File: src/rtl/mxs_pkg.sv
package mxs_pkg;
   localparam int HALF_W = 16;
   localparam int WORD_W = 32;
   localparam int SYS_AW = 10;
   localparam int PHY_W  = 5;
   localparam int REG_W  = 5;
   localparam int HDR_W  = 2 + PHY_W + REG_W;
   localparam int KEY_W  = SYS_AW - 2;

   typedef enum logic [2:0] {
      RX_HUNT,
      RX_START,
      RX_OPC,
      RX_ADR,
      RX_TURN,
      RX_DATA
   } rx_state_e;

   typedef struct packed {
      logic       rd;
      logic [3:0] phy_lo;
      logic [3:0] reg_hi;
      logic       ws;
   } hdr_t;
endpackage

File: src/rtl/mxs_frame_rx.sv
module mxs_frame_rx
   import mxs_pkg::*;
#(
   parameter int PRE_LEN = 32
) (
   input  logic              clk,
   input  logic              rst_n,
   input  logic              bit_i,
   output logic              hdr_ev,
   output logic              hdr_claim,
   output hdr_t              hdr_now,
   output logic              ta_ev,
   output logic              last_ev,
   output logic [HALF_W-1:0] half_now
);
   localparam int PC_W  = $clog2(PRE_LEN + 1);
   localparam int BC_W  = $clog2(HALF_W);
   localparam logic [PC_W-1:0] PRE_MAX = PC_W'(PRE_LEN);
   localparam logic [BC_W-1:0] ADR_LAST = BC_W'(PHY_W + REG_W - 1);
   localparam logic [BC_W-1:0] DAT_LAST = BC_W'(HALF_W - 1);

   generate
      if (PRE_LEN < 1 || PRE_LEN > 255) begin : g_bad_pre
         $error("mxs_frame_rx: PRE_LEN out of range");
      end
   endgenerate

   rx_state_e         st_q;
   logic [PC_W-1:0]   pre_q;
   logic [BC_W-1:0]   bc_q;
   logic [HDR_W-2:0]  hsh_q;
   logic [HALF_W-2:0] dsh_q;
   logic [HDR_W-1:0]  hdr_bits;
   logic              op_ok;

   assign hdr_bits  = {hsh_q, bit_i};
   assign op_ok     = (hdr_bits[HDR_W-1 -: 2] == 2'b10) || (hdr_bits[HDR_W-1 -: 2] == 2'b01);
   assign hdr_ev    = (st_q == RX_ADR) && (bc_q == ADR_LAST);
   assign hdr_claim = hdr_ev && hdr_bits[PHY_W+REG_W-1] && op_ok;
   assign hdr_now   = '{rd:     (hdr_bits[HDR_W-1 -: 2] == 2'b10),
                        phy_lo: hdr_bits[8:5],
                        reg_hi: hdr_bits[4:1],
                        ws:     hdr_bits[0]};
   assign ta_ev     = (st_q == RX_TURN) && (bc_q == '0);
   assign last_ev   = (st_q == RX_DATA) && (bc_q == DAT_LAST);
   assign half_now  = {dsh_q, bit_i};

   always_ff @(posedge clk or negedge rst_n) begin
      if (!rst_n) begin
         st_q  <= RX_HUNT;
         pre_q <= '0;
         bc_q  <= '0;
         hsh_q <= '0;
         dsh_q <= '0;
      end else begin
         unique case (st_q)
            RX_HUNT: begin
               if (bit_i) begin
                  if (pre_q != PRE_MAX) pre_q <= pre_q + PC_W'(1);
               end else begin
                  pre_q <= '0;
                  if (pre_q == PRE_MAX) st_q <= RX_START;
               end
            end
            RX_START: begin
               bc_q <= '0;
               st_q <= bit_i ? RX_OPC : RX_HUNT;
            end
            RX_OPC: begin
               hsh_q <= {hsh_q[HDR_W-3:0], bit_i};
               if (bc_q == BC_W'(1)) begin
                  bc_q <= '0;
                  st_q <= RX_ADR;
               end else begin
                  bc_q <= bc_q + BC_W'(1);
               end
            end
            RX_ADR: begin
               hsh_q <= {hsh_q[HDR_W-3:0], bit_i};
               if (hdr_ev) begin
                  bc_q <= '0;
                  st_q <= hdr_claim ? RX_TURN : RX_HUNT;
               end else begin
                  bc_q <= bc_q + BC_W'(1);
               end
            end
            RX_TURN: begin
               if (bc_q == BC_W'(1)) begin
                  bc_q <= '0;
                  st_q <= RX_DATA;
               end else begin
                  bc_q <= bc_q + BC_W'(1);
               end
            end
            RX_DATA: begin
               dsh_q <= {dsh_q[HALF_W-3:0], bit_i};
               if (last_ev) begin
                  bc_q <= '0;
                  st_q <= RX_HUNT;
               end else begin
                  bc_q <= bc_q + BC_W'(1);
               end
            end
            default: st_q <= RX_HUNT;
         endcase
      end
   end
endmodule

File: src/rtl/mxs_pair.sv
module mxs_pair
   import mxs_pkg::*;
(
   input  logic              clk,
   input  logic              rst_n,
   input  logic              hdr_ev,
   input  logic              hdr_claim,
   input  hdr_t              hdr_now,
   input  logic              ta_ev,
   input  logic              last_ev,
   input  logic [HALF_W-1:0] half_now,
   input  logic [WORD_W-1:0] rdata,
   output logic [SYS_AW-1:0] reg_addr,
   output logic              reg_re,
   output logic              reg_we,
   output logic [WORD_W-1:0] reg_wdata,
   output logic              tx_arm,
   output logic [HALF_W-1:0] rd_half
);
   logic              pend_v, pend_rd, pend_need;
   logic [KEY_W-1:0]  pend_key;
   logic [HALF_W-1:0] pend_half;
   logic              cur_rd, cur_ws, cur_match;
   logic [HALF_W-1:0] cur_held;
   logic [SYS_AW-1:0] addr_q;
   logic [KEY_W-1:0]  key_now;
   logic              match;
   logic [HALF_W-1:0] fresh_half, other_half;

   assign key_now    = {hdr_now.phy_lo, hdr_now.reg_hi};
   assign match      = pend_v && hdr_claim && (pend_rd == hdr_now.rd)
                       && (pend_key == key_now) && (pend_need == hdr_now.ws);
   assign tx_arm     = hdr_claim && hdr_now.rd;
   assign fresh_half = cur_ws ? rdata[WORD_W-1:HALF_W] : rdata[HALF_W-1:0];
   assign other_half = cur_ws ? rdata[HALF_W-1:0] : rdata[WORD_W-1:HALF_W];
   assign rd_half    = cur_match ? cur_held : fresh_half;
   assign reg_addr   = addr_q;

   always_ff @(posedge clk or negedge rst_n) begin
      if (!rst_n) begin
         pend_v    <= 1'b0;
         pend_rd   <= 1'b0;
         pend_need <= 1'b0;
         pend_key  <= '0;
         pend_half <= '0;
         cur_rd    <= 1'b0;
         cur_ws    <= 1'b0;
         cur_match <= 1'b0;
         cur_held  <= '0;
         addr_q    <= '0;
         reg_re    <= 1'b0;
         reg_we    <= 1'b0;
         reg_wdata <= '0;
      end else begin
         reg_re <= 1'b0;
         reg_we <= 1'b0;
         if (hdr_ev) pend_v <= 1'b0;
         if (hdr_claim) begin
            addr_q    <= {key_now, 2'b00};
            cur_rd    <= hdr_now.rd;
            cur_ws    <= hdr_now.ws;
            cur_match <= match;
            if (match && hdr_now.rd) cur_held <= pend_half;
            if (!match && hdr_now.rd) reg_re <= 1'b1;
         end
         if (ta_ev && cur_rd && !cur_match) begin
            pend_v    <= 1'b1;
            pend_rd   <= 1'b1;
            pend_key  <= addr_q[SYS_AW-1:2];
            pend_need <= ~cur_ws;
            pend_half <= other_half;
         end
         if (last_ev && !cur_rd) begin
            if (cur_match) begin
               reg_we    <= 1'b1;
               reg_wdata <= cur_ws ? {half_now, pend_half} : {pend_half, half_now};
            end else begin
               pend_v    <= 1'b1;
               pend_rd   <= 1'b0;
               pend_key  <= addr_q[SYS_AW-1:2];
               pend_need <= ~cur_ws;
               pend_half <= half_now;
            end
         end
      end
   end
endmodule

File: src/rtl/mxs_tx.sv
module mxs_tx
   import mxs_pkg::*;
(
   input  logic              clk,
   input  logic              rst_n,
   input  logic              tx_arm,
   input  logic              ta_ev,
   input  logic [HALF_W-1:0] rd_half,
   output logic              mdio_o,
   output logic              mdio_oe
);
   localparam int CW = $clog2(HALF_W + 1);

   logic              armed_q;
   logic [HALF_W-1:0] sh_q;
   logic [CW-1:0]     cnt_q;

   always_ff @(posedge clk or negedge rst_n) begin
      if (!rst_n) begin
         armed_q <= 1'b0;
         mdio_oe <= 1'b0;
         mdio_o  <= 1'b0;
         sh_q    <= '0;
         cnt_q   <= '0;
      end else begin
         if (tx_arm) armed_q <= 1'b1;
         if (ta_ev && armed_q) begin
            armed_q <= 1'b0;
            mdio_oe <= 1'b1;
            mdio_o  <= 1'b0;
            sh_q    <= rd_half;
            cnt_q   <= CW'(HALF_W);
         end else if (mdio_oe) begin
            if (cnt_q != '0) begin
               mdio_o <= sh_q[HALF_W-1];
               sh_q   <= {sh_q[HALF_W-2:0], 1'b0};
               cnt_q  <= cnt_q - CW'(1);
            end else begin
               mdio_oe <= 1'b0;
               mdio_o  <= 1'b0;
            end
         end
      end
   end
endmodule

File: src/rtl/mgmt_xaddr_slave.sv
module mgmt_xaddr_slave
   import mxs_pkg::*;
#(
   parameter int PRE_LEN = 32
) (
   input  logic        mdc,
   input  logic        rst_n,
   input  logic        mdio_i,
   output logic        mdio_o,
   output logic        mdio_oe,
   output logic [9:0]  reg_addr,
   output logic [31:0] reg_wdata,
   output logic        reg_we,
   output logic        reg_re,
   input  logic [31:0] reg_rdata
);
   logic              hdr_ev, hdr_claim, ta_ev, last_ev, tx_arm;
   hdr_t              hdr_now;
   logic [HALF_W-1:0] half_now, rd_half;

   mxs_frame_rx #(.PRE_LEN(PRE_LEN)) u_rx (
      .clk       (mdc),
      .rst_n     (rst_n),
      .bit_i     (mdio_i),
      .hdr_ev    (hdr_ev),
      .hdr_claim (hdr_claim),
      .hdr_now   (hdr_now),
      .ta_ev     (ta_ev),
      .last_ev   (last_ev),
      .half_now  (half_now)
   );

   mxs_pair u_pair (
      .clk       (mdc),
      .rst_n     (rst_n),
      .hdr_ev    (hdr_ev),
      .hdr_claim (hdr_claim),
      .hdr_now   (hdr_now),
      .ta_ev     (ta_ev),
      .last_ev   (last_ev),
      .half_now  (half_now),
      .rdata     (reg_rdata),
      .reg_addr  (reg_addr),
      .reg_re    (reg_re),
      .reg_we    (reg_we),
      .reg_wdata (reg_wdata),
      .tx_arm    (tx_arm),
      .rd_half   (rd_half)
   );

   mxs_tx u_tx (
      .clk     (mdc),
      .rst_n   (rst_n),
      .tx_arm  (tx_arm),
      .ta_ev   (ta_ev),
      .rd_half (rd_half),
      .mdio_o  (mdio_o),
      .mdio_oe (mdio_oe)
   );
endmodule

File: config.mk
export PLATFORM = sky130hd
export DESIGN_NAME = mgmt_xaddr_slave
export DESIGN_NICKNAME = d
export VERILOG_FILES = /design/src/rtl/mxs_pkg.sv /design/src/rtl/mxs_frame_rx.sv /design/src/rtl/mxs_pair.sv /design/src/rtl/mxs_tx.sv /design/src/rtl/mgmt_xaddr_slave.sv
export SDC_FILE = /design/constraint.sdc
export NUM_CORES = 1
export LEC_CHECK = 0
export CAP_MARGIN = 10
export CORE_MARGIN = 2
export CORE_UTILIZATION = 53
export CTS_BUF_LIST = sky130_fd_sc_hd__clkbuf_4
export DETAILED_ROUTE_END_ITERATION = 6
export PLACE_DENSITY = 0.89
export SLEW_MARGIN = 25
export SYNTH_ARGS = -nofsm -noshare
export SYNTH_HDL_FRONTEND = slang
export SYNTH_SLANG_ARGS = --single-unit
File: constraint.sdc
create_clock -name mdc -period 1.9 [get_ports mdc]
set_input_delay 0.38 -clock mdc [delete_from_list [all_inputs] [get_ports mdc]]
set_output_delay 0.38 -clock mdc [all_outputs]
set_load 0.1 [all_outputs]
# Yosys cells after proc, flatten, opt, wreduce, memory -nomap -nowiden

Cells that the tools add are included.

Register bits: 151
Input bits: 35
Output and inout bits: 46
Word-level logic and storage cells: 136

Add/sub/neg operators: 3
Eq/ne operators: 22
Muxes and demuxes: 53
Bitwise gates (word level): 1
Reduce and logical (&&, ||, !) cells: 34

Operator list:

| operator                                          | number |
|---|---|
| 2-to-1 mux 16 bit                                 | 9 |
| 2-to-1 mux 32 bit                                 | 1 |
| 2-to-1 mux 8 bit                                  | 3 |
| 2-to-1 mux 1 bit                                  | 22 |
| 2-to-1 mux 3 bit                                  | 7 |
| case mux 3 bit (6 select lines)                   | 1 |
| logical AND 1 bit                                 | 16 |
| case mux 4 bit (4 select lines)                   | 1 |
| 2-to-1 mux 5 bit                                  | 3 |
| 2-to-1 mux 4 bit                                  | 3 |
| 2-to-1 mux 6 bit                                  | 2 |
| != test 2 x 1 -> 1 bit (second input constant)    | 5 |
| == test 4 bit (second input constant)             | 2 |
| == test 8 bit                                     | 1 |
| AND reduction 2 bit                               | 4 |
| adder 6 x 1 -> 6 bit (second input constant)      | 1 |
| == test 3 x 2 -> 1 bit (second input constant)    | 2 |
| == test 3 bit (second input constant)             | 2 |
| == test 6 bit (second input constant)             | 1 |
| != test 6 bit (second input constant)             | 1 |
| AND reduction 6 bit                               | 1 |
| nonzero test 2 bit                                | 3 |
| nonzero test 5 bit                                | 1 |
| subtractor 5 x 1 -> 5 bit (second input constant) | 1 |
| 15 further kinds                                  | 20 |

# Logic depth before layout (Yosys ltp)

Gate-level depths: netlist of run 1.

Word-level depth: 12
Mapped depth: 8
Mapped depth without buffers: 6

# Cells and area by module

Synthesis of run 1 repeated with hierarchy kept, for this count alone.

Cells, all modules: 688
Area total of the unflattened synthesis: 7353.3 µm²

By module, submodules not included:

| module       | instances | cells each | area each (µm²) | seq. area each (µm²) |
|---|---|---|---|---|
| mxs_pair     | 1         | 392        | 4271.6          | 2202.1 |
| mxs_frame_rx | 1         | 170        | 1926.8          | 975.9 |
| mxs_tx       | 1         | 126        | 1154.9          | 600.6 |

# Least setup slack after synthesis of run 1

Ideal clock, no wire load.

Path type: register -> register
Start: register u_rx.hsh_q[9]
End: register u_pair.cur_held[0]
Data arrival time: 1.899 ns
Data required time: 1.775 ns
Slack: -0.124 ns
Stages on the path, launching flop included: 8
Buffers on the path: 1
Period minus slack after synthesis: 2.024 ns
Cells stage by stage: dfrtp_1 > inv_1 > ha_1 > xnor2_1 > nand4_1 > nor4_4 > buf_6 > mux2_4

RTL lines:

| what                   | RTL line           | text |
|---|---|---|
| from (decl)            | mxs_frame_rx.sv:31 | `logic [HDR_W-2:0] hsh_q;` |
| from (signal assigned) | mxs_frame_rx.sv:70 | `hsh_q <= {hsh_q[HDR_W-3:0], bit_i};` |
| from (signal assigned) | mxs_frame_rx.sv:79 | `hsh_q <= {hsh_q[HDR_W-3:0], bit_i};` |
| to (signal assigned)   | mxs_pair.sv:63     | `if (match && hdr_now.rd) cur_held <= pend_half;` |
| to (decl)              | mxs_pair.sv:24     | `logic [HALF_W-1:0] cur_held;` |

# Worst setup path after layout of run 1

Start: register u_rx.bc_q[0]
End: register u_pair.cur_held[5]

Word-level cells in the longest chain between the ends: 10

RTL lines:

| what                                   | RTL line           | text |
|---|---|---|
| from (decl)                            | mxs_frame_rx.sv:30 | `logic [BC_W-1:0] bc_q;` |
| from (signal assigned)                 | mxs_frame_rx.sv:75 | `bc_q <= bc_q + BC_W'(1);` |
| from (signal assigned)                 | mxs_frame_rx.sv:84 | `bc_q <= bc_q + BC_W'(1);` |
| from (signal assigned)                 | mxs_frame_rx.sv:92 | `bc_q <= bc_q + BC_W'(1);` |
| == test 4 bit *                        | mxs_frame_rx.sv:38 | `assign hdr_ev = (st_q == RX_ADR) && (bc_q == ADR_LAST);` |
| logical AND 1 bit *                    | mxs_frame_rx.sv:38 |  |
| logical AND 1 bit * (2 in series)      | mxs_frame_rx.sv:39 | `assign hdr_claim = hdr_ev && hdr_bits[PHY_W+REG_W-1] && op_ok;` |
| logical AND 1 bit (2 in series)        | mxs_pair.sv:31     | `assign match = pend_v && hdr_claim && (pend_rd == hdr_now.rd)` |
| logical AND 1 bit (2 in series)        | mxs_pair.sv:32     | `&& (pend_key == key_now) && (pend_need == hdr_now.ws);` |
| logical AND 1 bit                      | mxs_pair.sv:63     |  |
| AND reduction 2 bit (no source line) * | --                 |  |

Every way passes the cells marked *; elsewhere a longest branch is shown, timed or not.
A chain may end at the register's enable or synchronous reset.

==> reports/metrics.csv, run 1 <==
metric,value,unit
status,finished with violations,
violations,setup timing,
synth_top_cells_by_area,"dfrtp_1 (51%), mux2i_1 (10%), mux2_2 (8.6%)",
yosysWarnings,0,
core,13800,um2
grt_max_degree,41,
avgRoutedWirePerCell,23.7,um
slew_viol_final,0,
first_pass_iters,6,
cts_sinks,151,
fin_crit_sh,1.10,
path_max_fanout,8,
utilization,0.723,
portBuffers,78,
antenna_left,0,
dpl.hpwl,12.8,mm
synth_edf_count,0,
seq_area_frac_synth,0.508,
ios,81,
cp_slowest_cell,dfrtp_2,
cap_violations,0,
gp_congestion,0.917,
numCtsBuffers,17,
cts_tree,built,
slowest_delay,0.43,ns
pwr_density_cell,760,nW/um2
start_kind,flip-flop,
path_clk_slew,0.15,ns
fin_skew,0.0234,ns
drc_errors,0,
clock.fmax,478,MHz
syn2layout_area_growth,33.7,%
holdWs,0.250,ns
antenna_cells,0,
via_count,6017,
ff2ff_setup_slack,-0.19,ns
critPathRequiredTime,2.39,ns
final_common_cell,dfrtp_1,
hold_viol,0,
async_reset_ff_frac,1.00,
initial_utilization,0.540,
worstHoldPathType,primary input to asynchronous set/reset pin,
drtIter0Drc,615,
worstSetupPathType,flip-flop to flip-flop,
synth-seq-cells,151,
grt_first_pass_wirelength,32.6,mm
r2r-end,u_pair.cur_held[5],
ir_drop,0.386,mV
tightest_slew,0.566,ns
overflow,0,
die_h,122,um
slew_headroom,0.622,
syn-cell-area,7440,um2
antenna_found_initial,0,
yosysUniqueCellTypes,54,
yosys.area.top_type_share,0.508,
yosys_most_used_dff,dfrtp_1,
vias_per_cell,6.30,
p_leak,4.63,nW
wirelength,22.6,mm
grt_pass1_vias,5985,
clock_path_buffers,2,
avgSynthCellArea,11.5,um2
endpoint_kind,flip-flop,
htreeDepth,4,
insertion_delay,0.60,ns
critical_path_buf_inv_count,3,
design.die.area,15000,um2
yosys.area.top_type,dfrtp_1,
synthCells,645,
min_period,2.09,ns
drive_above_1_share,0.352,
root_buffer,clkbuf_4,
fin_ws,-0.191,ns
nNetsFinal,806,
arrival,2.58,ns
worstReg2RegStart,u_rx.bc_q[0],
path_delay_family,simple AND/OR/NAND/NOR gates,
ff2ff_path_depth,8,
final_cell_mix,"dfrtp_1 (145), mux2i_1 (74), nor2_1 (57), a21oi_1 (53), buf_12 (52)",
setup_viol,46,
rows,43,
die_w,122,um
grt_use_total,0.290,
path_cells,"buf_6, ha_4, and3b_2, nand4_4, nor4_4, buf_4, clkbuf_16, mux2_4",
rsz0062_at_grt,yes,
finalSetupTns,-4.31,ns
[timing repair]
action | 4_1_cts | 5_1_grt
pin swaps | 5 | 11
setup buffers | 9 | 10
cloned | 5 | 5
gates resized for setup | 29 | 49
endpoints found under the hold margin | 35 | 0
hold buffers | 1 | 0
setup endpoints to repair | 64 | 76
[how the worst max path moves through the flow]
| stage | startpoint | to | slack, ns | cells after the start |
|---|---|---|---|---|
| after floorplan | u_rx.hsh_q[9] | u_pair.cur_held[0] | -0.09 | 7 |
| after global placement | mdio_i | u_pair.cur_held[9] | -0.31 | 6 |
| after detailed placement | mdio_i | u_pair.cur_held[8] | -0.33 | 6 |
| after CTS | u_rx.bc_q[0] | u_pair.cur_held[12] | -0.12 | 7 |
| after global routing | u_rx.bc_q[0] | u_pair.cur_held[6] | -0.24 | 8 |
| final | u_rx.bc_q[0] | u_pair.cur_held[5] | -0.19 | 8 |
[synth_stat cells, drive strengths merged (2+ instances only)]
library cell  number
nor3               5
a22o               4
o21ai             22
and3               2
nor2              57
ha                 9
nand2             27
a2111oi            2
nand3             13
nor2b              3
mux2              75
dfrtp            151
and3b              3
xnor2             11
a211oi            16
or3                2
inv               22
buf               29
nand4              5
nor4               2
o22ai              8
nor4b              3
xor2               4
a21oi             62
mux2i             75
clkbuf            13
nand2b             4
or2                2
[area by class of cell]
cell class              instances  area [um2]
well taps                     180         225
multi-input cells             431        3620
flip-flops and latches        151        3790
clock buffers                  18         135
fillers                       803        3820
inverters                      22        85.1
clock inverters                14         164
repair buffers                139        1940
[per-layer routing]
layer	up-vias	wire [um]	track usage
met5	-	0	0
met4	0	1230	0.144
met3	112	1850	0.0613
met2	385	11200	0.472
met1	2990	8370	0.368
li1	2530	-	-
[flip-flops by register name, summed over array words and instances, names as in the netlist, 3 cells and up, named ones only]
name and count:
u_rx.dsh_q 15, u_rx.bc_q 4, u_tx.sh_q 16, u_pair.pend_half 16, u_rx.hsh_q 11, u_pair.reg_addr 8, u_pair.cur_held 16, u_pair.reg_wdata 32
u_rx.st_q 3, u_tx.cnt_q 5, u_rx.pre_q 6
[metrics by stage]
step / power [mW] / setup slack [ns] / instances / instance area (um2)
final: 7.56 / -0.191 / 955 / 9950
after global routing: 7.85 / -0.238 / 955 / 9950
after CTS: 7.34 / -0.120 / 940 / 9590
after detailed placement: 5.11 / -0.326 / 894 / 9010
after global placement: 5.00 / -0.313 / 894 / 9010
after floorplan: 4.61 / -0.0941 / 646 / 7450
[cells by family (layout without fill, tap and decap cells)]
logic type | Yosys count | in the layout | share of synthesized area
multiplexers | 150 | 150 | 0.223
AO/OA/AOI/OAI | 122 | 122 | 0.0985
buffers and inverters | 64 | 193 | 0.0417
flip-flops | 151 | 151 | 0.508
other | 1 | 2 | 0.000504
XOR/XNOR | 15 | 15 | 0.0177
AND/OR/NAND/NOR | 133 | 133 | 0.0953
adder cells (fa/ha/maj) | 9 | 9 | 0.0151
[where the power goes]
part / internal [mW] / switching [mW] / total, mW
Clock: 0.831 / 1.31 / 2.14
Sequential: 3.42 / 0.268 / 3.69
Combinational: 0.868 / 0.858 / 1.73
Total: 5.12 / 2.44 / 7.56
Note: power is estimated with default switching activity, not from simulation.
==> inputs of run 2 (changes only) <==
--- a/config.mk
+++ b/config.mk
@@ -6,9 +6,10 @@
 export NUM_CORES = 1
 export LEC_CHECK = 0
 export CAP_MARGIN = 10
-export CORE_MARGIN = 2
+export CORE_MARGIN = 1
 export CORE_UTILIZATION = 53
 export CTS_BUF_LIST = sky130_fd_sc_hd__clkbuf_4
+export CTS_CLUSTER_SIZE = 30
 export DETAILED_ROUTE_END_ITERATION = 6
 export PLACE_DENSITY = 0.89
 export SLEW_MARGIN = 25
==> run 2 against run 1 <==
  * The flow still finishes with violations (setup timing)
  * Clock skew rose by 0.025 ns
  * Sequential share of layout area is 1.3 points lower
  * Critical path depth down 1
  * Via count up 4.7%
  * Final cell count grew 1.3%
  * Count of clock-buffer cells in the layout is 1 lower
  * Global-route usage up 2.2 points
  * Combinational power grew 8%
  * Hold slack got worse by 0.024 ns
  * Sequential power about the same
==> reports/metrics.csv, run 2 (same netlist as run 1, synthesis figures left out) <==
metric,value,unit
status,finished with violations,
violations,setup timing,
die_h,120,um
initial_utilization,0.553,
fin_crit_sh,1.08,
fin_area,10300,um2
avgRoutedWirePerCell,26.7,um
vias_per_cell,6.51,
portBuffers,78,
regMostFlops,u_pair.reg_wdata,
antenna_found_initial,1,
finalSetupTns,-6.73,ns
dpl.hpwl,12.7,mm
p_leak,4.75,nW
largest_register_ffs,32,
start_kind,flip-flop,
core,13500,um2
worstSetupPathType,flip-flop to flip-flop,
drc_errors,0,
fin_skew,0.0480,ns
cts_sinks,151,
path_max_fanout,8,
grt_first_pass_wirelength,34.0,mm
worstHoldPathType,primary input to asynchronous set/reset pin,
antenna_left,0,
cts_tree,built,
ir_drop,0.655,mV
setup_viol,86,
arrival,2.58,ns
total_power,7.86,mW
pwr_density_cell,762,nW/um2
slowest_delay,0.45,ns
hold_viol,0,
grt_use_total,0.311,
root_buffer,clkbuf_4,
insertion_delay,0.64,ns
wirelength,25.8,mm
path_delay_family,simple AND/OR/NAND/NOR gates,
first_pass_iters,5,
slew_viol_final,0,
r2r-end,u_pair.cur_held[13],
grt_max_degree,50,
placed_area,9010,um2
syn2layout_area_growth,38.6,%
htreeDepth,4,
endpoint_kind,flip-flop,
ios,81,
critical_path_buf_inv_count,2,
ff2ff_path_depth,7,
nNetsFinal,821,
drive_above_1_share,0.384,
via_count,6300,
worstReg2RegStart,u_rx.hsh_q[10],
overflow,0,
critPathRequiredTime,2.42,ns
final_common_cell,dfrtp_1,
design.die.area,14500,um2
cp_slowest_cell,dfrtp_1,
ff2ff_setup_slack,-0.16,ns
drtIter0Drc,657,
gp_congestion,0.891,
path_cells,"ha_4, nor2b_4, nand4_4, nor4_4, buf_6, buf_12, mux2_2",
path_clk_slew,0.18,ns
die_w,120,um
grt_pass1_vias,6247,
cap_violations,0,
fin_ws,-0.158,ns
rows,42,
rsz0062_at_grt,yes,
final_cell_mix,"dfrtp_1 (146), mux2i_1 (72), nor2_1 (57), mux2_2 (52), buf_12 (52)",
clock_path_buffers,2,
clock.fmax,486,MHz
numCtsBuffers,17,
min_period,2.06,ns
[run 2: cell count changes in the layout (fill, tap and decap cells not counted), sizes merged]
cell,previous run,this run
diode,0,1
clkinv,2,5
clkbuf,23,25
inv,29,25
buf,100,112
bufinv,2,3
clkinvlp,3,4
[run 2: metal layers]
metal	GRT usage	vias up	wire length, um
met3	0.0712	136	2080
met2	0.526	449	13000
met1	0.373	3165	9240
met4	0.160	0	1500
li1	-	2550	-
met5	0	-	0
[run 2: cell type report]
type	count	area [um2]
flip-flops and latches	151	3780
clock inverters	15	176
fillers	701	3140
well taps	176	220
repair buffers	154	2160
multi-input cells	431	3750
inverters	22	82.6
clock buffers	17	128
diodes	1	2.50
[run 2: how the worst max path moves through the flow]
stage / start / to / depth (start not counted)
floorplan: u_rx.hsh_q[9] / u_pair.cur_held[0] / 7
global placement: mdio_i / u_pair.cur_held[9] / 6
detailed placement: mdio_i / u_pair.cur_held[11] / 6
CTS: u_rx.hsh_q[10] / u_pair.cur_held[3] / 7
global route: u_rx.bc_q[1] / u_pair.pend_half[8] / 10
finish: u_rx.hsh_q[10] / u_pair.cur_held[13] / 7
[run 2: what timing repair did]
item / CTS / global route
hold endpoints to repair: 45 / 0
endpoints found under the setup margin: 60 / 90
gates cloned: 5 / 8
pin swaps: 5 / 15
hold buffers: 1 / 0
buffers inserted: 15 / 12
gates resized for setup: 37 / 75
[run 2: worst register-to-register path, stage by stage, from the launching register on]
cell and delay, ns:
dfrtp_1 0.45, ha_4 0.27, nor2b_4 0.15, nand4_4 0.12, nor4_4 0.30, buf_6 0.18
buf_12 0.15, mux2_2 0.34
[run 2: where the power goes]
| group | switching, mW | internal, mW | total, mW | leakage [nW] |
|---|---|---|---|---|
| registers | 0.284 | 3.42 | 3.70 | 1.97 |
| logic | 0.932 | 0.939 | 1.87 | 2.63 |
| clock network | 1.37 | 0.914 | 2.29 | 0.150 |
[run 2: stage by stage]
step | setup WS, ns | util | std cells | hold WS (ns)
after detailed placement | -0.440 | 0.670 | 893 | 0.353
after floorplan | -0.0941 | - | 646 | 0.0844
after CTS | -0.0902 | 0.723 | 946 | 0.284
after global routing | -0.255 | 0.767 | 967 | 0.261
final | -0.158 | 0.767 | 967 | 0.226
after global placement | -0.308 | 0.670 | 893 | 0.349
